==> src/rtl/rm_addr_pkg.sv <==
package rm_addr_pkg;
  localparam int unsigned SEG_W = 16;
  localparam int unsigned OFF_W = 16;
  localparam int unsigned SHIFT = 4;
  localparam logic [15:0] CS_RST = 16'hF000;
  localparam logic [15:0] IP_RST = 16'hFFF0;
endpackage

==> src/rtl/rm_ld_reg.sv <==
module rm_ld_reg #(
  parameter int unsigned W   = 16,
  parameter logic [W-1:0] RST = '0
) (
  input  logic         clk_i,
  input  logic         rst_ni,
  input  logic         ld_i,
  input  logic [W-1:0] d_i,
  output logic [W-1:0] q_o
);
  always_ff @(posedge clk_i or negedge rst_ni) begin
    if (!rst_ni)   q_o <= RST;
    else if (ld_i) q_o <= d_i;
  end

  assert_load_R7: assert property (@(posedge clk_i) disable iff (!rst_ni)
    ld_i |=> q_o == $past(d_i));
  assert_hold_R8: assert property (@(posedge clk_i) disable iff (!rst_ni)
    !ld_i |=> $stable(q_o));
endmodule

==> src/rtl/rm_addr_sum.sv <==
module rm_addr_sum #(
  parameter int unsigned SEG_W  = 16,
  parameter int unsigned OFF_W  = 16,
  parameter int unsigned SHIFT  = 4,
  parameter int unsigned ADDR_W = SEG_W + SHIFT + 1
) (
  input  logic [SEG_W-1:0]  seg_i,
  input  logic [OFF_W-1:0]  off_i,
  output logic [ADDR_W-1:0] sum_o
);
  logic [ADDR_W-1:0] seg_ext, off_ext;

  assign seg_ext = ADDR_W'({seg_i, {SHIFT{1'b0}}});
  assign off_ext = ADDR_W'(off_i);
  assign sum_o   = seg_ext + off_ext;
endmodule

==> src/rtl/rm_line_gate.sv <==
module rm_line_gate #(
  parameter int unsigned ADDR_W = 21
) (
  input  logic [ADDR_W-1:0] sum_i,
  input  logic              en_i,
  output logic [ADDR_W-1:0] addr_o,
  output logic              carry_o
);
  localparam int unsigned TOP = ADDR_W - 1;

  for (genvar b = 0; b < ADDR_W; b++) begin : g_bit
    if (b == TOP) begin : g_gated
      assign addr_o[b] = sum_i[b] & en_i;
    end else begin : g_pass
      assign addr_o[b] = sum_i[b];
    end
  end

  assign carry_o = sum_i[TOP];
endmodule

==> src/rtl/rm_addr_gen.sv <==
module rm_addr_gen import rm_addr_pkg::*; #(
  parameter int unsigned SEG_W = rm_addr_pkg::SEG_W,
  parameter int unsigned OFF_W = rm_addr_pkg::OFF_W,
  parameter int unsigned SHIFT = rm_addr_pkg::SHIFT,
  parameter logic [SEG_W-1:0] CS_INIT = rm_addr_pkg::CS_RST,
  parameter logic [OFF_W-1:0] IP_INIT = rm_addr_pkg::IP_RST,
  localparam int unsigned ADDR_W = SEG_W + SHIFT + 1
) (
  input  logic              clk_i,
  input  logic              rst_ni,
  input  logic              seg_ld_i,
  input  logic [SEG_W-1:0]  seg_i,
  input  logic              off_ld_i,
  input  logic [OFF_W-1:0]  off_i,
  input  logic              gate_en_i,
  output logic [ADDR_W-1:0] addr_o,
  output logic              carry_o
);
  localparam int unsigned LW = ADDR_W - 1;

  logic [SEG_W-1:0]  cs_q;
  logic [OFF_W-1:0]  ip_q;
  logic [ADDR_W-1:0] sum;
  logic              gate_q;

  rm_ld_reg #(.W(SEG_W), .RST(CS_INIT)) u_cs (
    .clk_i, .rst_ni, .ld_i(seg_ld_i), .d_i(seg_i), .q_o(cs_q)
  );

  rm_ld_reg #(.W(OFF_W), .RST(IP_INIT)) u_ip (
    .clk_i, .rst_ni, .ld_i(off_ld_i), .d_i(off_i), .q_o(ip_q)
  );

  rm_addr_sum #(.SEG_W(SEG_W), .OFF_W(OFF_W), .SHIFT(SHIFT), .ADDR_W(ADDR_W)) u_sum (
    .seg_i(cs_q), .off_i(ip_q), .sum_o(sum)
  );

  // gate starts closed: wrap-around mode after reset
  always_ff @(posedge clk_i or negedge rst_ni) begin
    if (!rst_ni) gate_q <= 1'b0;
    else         gate_q <= gate_en_i;
  end

  rm_line_gate #(.ADDR_W(ADDR_W)) u_gate (
    .sum_i(sum), .en_i(gate_q), .addr_o, .carry_o
  );

  assert_low_bits_R1: assert property (@(posedge clk_i) disable iff (!rst_ni)
    (addr_o[LW-1:0] - LW'(ip_q)) == LW'({cs_q, {SHIFT{1'b0}}}));
  assert_wrap_R2: assert property (@(posedge clk_i) disable iff (!rst_ni)
    !gate_q |-> !addr_o[LW]);
  assert_pass_R3: assert property (@(posedge clk_i) disable iff (!rst_ni)
    gate_q |-> addr_o[LW] == carry_o);
  assert_carry_R4: assert property (@(posedge clk_i) disable iff (!rst_ni)
    !carry_o |-> (LW'({cs_q, {SHIFT{1'b0}}}) <= addr_o[LW-1:0]));
  assert_gate_lag_R6: assert property (@(posedge clk_i) disable iff (!rst_ni)
    1'b1 |=> gate_q == $past(gate_en_i));
endmodule

==> config.mk <==
export PLATFORM = sky130hd
export DESIGN_NAME = rm_addr_gen
export DESIGN_NICKNAME = d
export VERILOG_FILES = /design/src/rtl/rm_addr_pkg.sv /design/src/rtl/rm_ld_reg.sv /design/src/rtl/rm_addr_sum.sv /design/src/rtl/rm_line_gate.sv /design/src/rtl/rm_addr_gen.sv
export SDC_FILE = /design/constraint.sdc
export NUM_CORES = 1
export LEC_CHECK = 0
export BUFFER_PORTS_ARGS = -buffer_cell sky130_fd_sc_hd__buf_4
export CAP_MARGIN = 20
export CORE_ASPECT_RATIO = 2
export CORE_MARGIN = 1
export CORE_UTILIZATION = 25
export CTS_CLUSTER_DIAMETER = 200
export CTS_CLUSTER_SIZE = 25
export DETAILED_ROUTE_END_ITERATION = 16
export SYNTH_ARGS = -nofsm -noshare
export SYNTH_HDL_FRONTEND = slang
export SYNTH_SLANG_ARGS = --single-unit
export TNS_END_PERCENT = 100
==> constraint.sdc <==
create_clock -name clk_i -period 2.96 [get_ports clk_i]
set_clock_uncertainty 0.2 [all_clocks]
set_input_delay 0.296 -clock clk_i [delete_from_list [all_inputs] [get_ports clk_i]]
set_output_delay 0.296 -clock clk_i [all_outputs]
set_load 0.1 [all_outputs]
==> metrics.cfg <==
[run_status]
outcome=finished, violations left
violations=setup timing

[clock_tree]
htreeDepth=2
cts_tree=built
clock_path_buffers=2
clk_latency_ps=270
cts_inserted_buffers=5
clk_pin_slew_ps=50
root_buffer=clkbuf_16
cts.sinks=33

[synth]
syn_inst=169
ys_seq_elements=33
ys.flop_type=dfrtp_1
synth_area_leader_cell=dfrtp_1
seq_area_frac_synth=0.4364
yosys_warnings=0
syn-num-nets=219
syn_area_sq_mm=0.001938
synth_edf_count=0
yosysUniqueCellTypes=37
synth-async-reset-ratio=1.000
syn_area_per_cell_sq_um=11.47
synth_top_cell_area_share=0.2195
yosys-top-cells-count=mux2_2 (32), dfrtp_1 (17), dfstp_2 (16)
yosys-top-cells-area=dfrtp_1 (22%), dfstp_2 (22%), mux2_2 (19%), ha_1 (7.7%), xnor2_1 (3.6%)
synthMostInstantiatedCell=mux2_2

[timing]
rsz0062_at_grt=yes
tightest_slew_ps=574.1
fmax_mhz=329.2
setup_tns_ps=-94.21
setup_viol=2
whs_ps=52.66
min_period_ps=3038
fin_ws_ps=-77.98
finalHoldViolCount=0
relSlewSlack=0.6132
finalCritPeriodShare=1.026
maxSlewViolCount=0

[detailed_routing]
wl_mm=4.829
drc_errors=0
wl_per_cell_um=14.33
drtIter0Drc=22
vias=1574
ant_nets=0
vias_per_cell=4.671
first_pass_iters=9

[pwr]
power_leakage_nw=1.307
pwr_density_cell_mw_per_mm2=794.7
vdd_ir_drop_max_mv=0.3121
p_total_mw=2.446

[worst_setup_path]
crit_type=flop to output pin
r2r_slack_ps=1850
worstPathCellList=ha_4 -> buf_6 -> a211oi_2 -> o31a_1 -> a2111oi_4 -> buf_4 -> nor4_2 -> a211o_1 -> buf_12
cpMaxStageDelayCell=dfstp_2
r2r-end=u_cs.q_o[4]
r2r_cells=2
critPathCaptureType=output pin
worstPathArrival_ps=2540
worstSetupStartpointType=flop
required_ps=2460
cp_slowest_stage_delay_ps=550
crit_path_max_fanout=3
r2r_start=u_cs.q_o[4]

[hold_path]
hold_depth=2
min_from=seg_i[13]
min_to=u_cs.q_o[13]
hold_class=input pin to flop

[placement]
port_buffers=58
place_hpwl_mm=3.653
dp.cells=321
globalplace.congestion=0.7667

[floorplan]
coreArea_sq_mm=0.007545
die_h_um=126.5
row_count=45
die_x_um=64.26
initial_core_util=0.2569
ios=59
die_area_sq_mm=0.008130

[layout]
fin_nets=292
drive_gt1_frac=0.6790
area.growth.synth_to_final_pct=58.81
final_core_util=0.4080
fin_cells=337
n_antenna_cell=0

[global_routing]
grt_usage=0.1271
grt_start_max_net_pins=34
overflow=0
grt_pass1_wl_mm=7.817
grt_pass1_vias=1681
antenna_found_initial=0

[job]
drv_cap=0

-- sequential cells by signal (all words and copies together), names as in the netlist --
signal / count
gate_q: 1
u_cs.q_o: 16
u_ip.q_o: 16
-- cell usage in the layout, fill, tap and decap left out, types with 2 or more instances in the layout --
master | Yosys | final
mux2_2 | 32 | 32
o21ai_0 | 5 | 3
nand3_1 | 5 | 4
a211oi_2 | 0 | 2
xnor2_2 | 0 | 7
dfrtp_1 | 17 | 17
buf_4 | 4 | 62
a21o_1 | 2 | 2
and3_1 | 3 | 2
clkbuf_16 | 0 | 5
buf_12 | 0 | 4
buf_8 | 0 | 3
dfstp_2 | 16 | 16
nor2_1 | 6 | 6
nor3_1 | 3 | 2
o21ai_1 | 0 | 2
ha_4 | 0 | 7
a21oi_2 | 0 | 2
clkinv_2 | 0 | 2
a21oi_4 | 0 | 2
buf_6 | 0 | 5
ha_1 | 12 | 4
nand2_1 | 12 | 11
inv_1 | 2 | 2
a21oi_1 | 12 | 8
dlygate4sd3_1 | 0 | 2
xor2_4 | 0 | 2
-- stage by stage --
| step | setup WS (ps) | cell area (sq um) |
|---|---|---|
| after floorplan | -198.4 | 2041 |
| after global placement | -11.19 | 2616 |
| after detailed placement | -52.73 | 2616 |
| after CTS | -80.80 | 2909 |
| after global routing | -125.7 | 3078 |
| final | -77.98 | 3078 |
-- routing by layer --
metal / track usage / up-vias / wire length (um)
met4: 0.08235 / 0 / 186
met1: 0.1278 / 765 / 1713
met5: 0 / - / 0
met3: 0.01709 / 14 / 133
met2: 0.2353 / 38 / 2796
li1: - / 757 / -
-- worst max path at each step --
stage | from | endpoint | slack, ps
3_5_place_dp | u_cs.q_o[0] | addr_o[20] | -50
6_report | u_ip.q_o[4] | addr_o[17] | -80
2_1_floorplan | u_cs.q_o[4] | addr_o[15] | -200
5_1_grt | u_ip.q_o[4] | addr_o[17] | -130
4_1_cts | u_ip.q_o[4] | addr_o[17] | -80
3_3_place_gp | u_cs.q_o[0] | addr_o[14] | -10
-- critical path, delay by kind of cell, from the launching register on --
family	cells	cell delay (ps)
buffers and inverters	3	460
adder cells (fa/ha/maj)	1	150
AO/OA/AOI/OAI	4	1060
AND/OR/NAND/NOR	1	40
flip-flops	1	550
-- power breakdown --
| group | total (mW) | switching (mW) | internal (mW) |
|---|---|---|---|
| Clock | 0.482 | 0.174 | 0.308 |
| Sequential | 0.558 | 0.0441 | 0.514 |
| Combinational | 1.41 | 0.938 | 0.467 |
-- kinds of logic after synthesis --
| group | after synthesis | share of synthesized area |
|---|---|---|
| AND/OR/NAND/NOR | 37 | 0.09620 |
| buffers and inverters | 12 | 0.03099 |
| multiplexers | 32 | 0.1859 |
| XOR/XNOR | 12 | 0.05423 |
| flip-flops | 33 | 0.4364 |
| adder cells (fa/ha/maj) | 13 | 0.08780 |
| AO/OA/AOI/OAI | 30 | 0.1085 |
-- cell type report --
| type | count | area (sq um) |
|---|---|---|
| Clock buffer | 6 | 128.9 |
| Clock inverter | 2 | 10.01 |
| Fill cell | 753 | 4467 |
| Inverter | 2 | 7.507 |
| Multi-Input combinational cell | 124 | 1301 |
| Sequential cell | 33 | 845.8 |
| Tap cell | 94 | 117.6 |
| Timing Repair Buffer | 76 | 666.9 |
-- what timing repair did --
action                     4_1_cts  5_1_grt
setup endpoints to repair       10       11
hold endpoints to repair        18        0
resized for setup               27       27
buffers inserted                 2        4
pin swaps                       11       10
hold buffers                     2        0
Note: power is estimated with default switching activity, not from simulation.
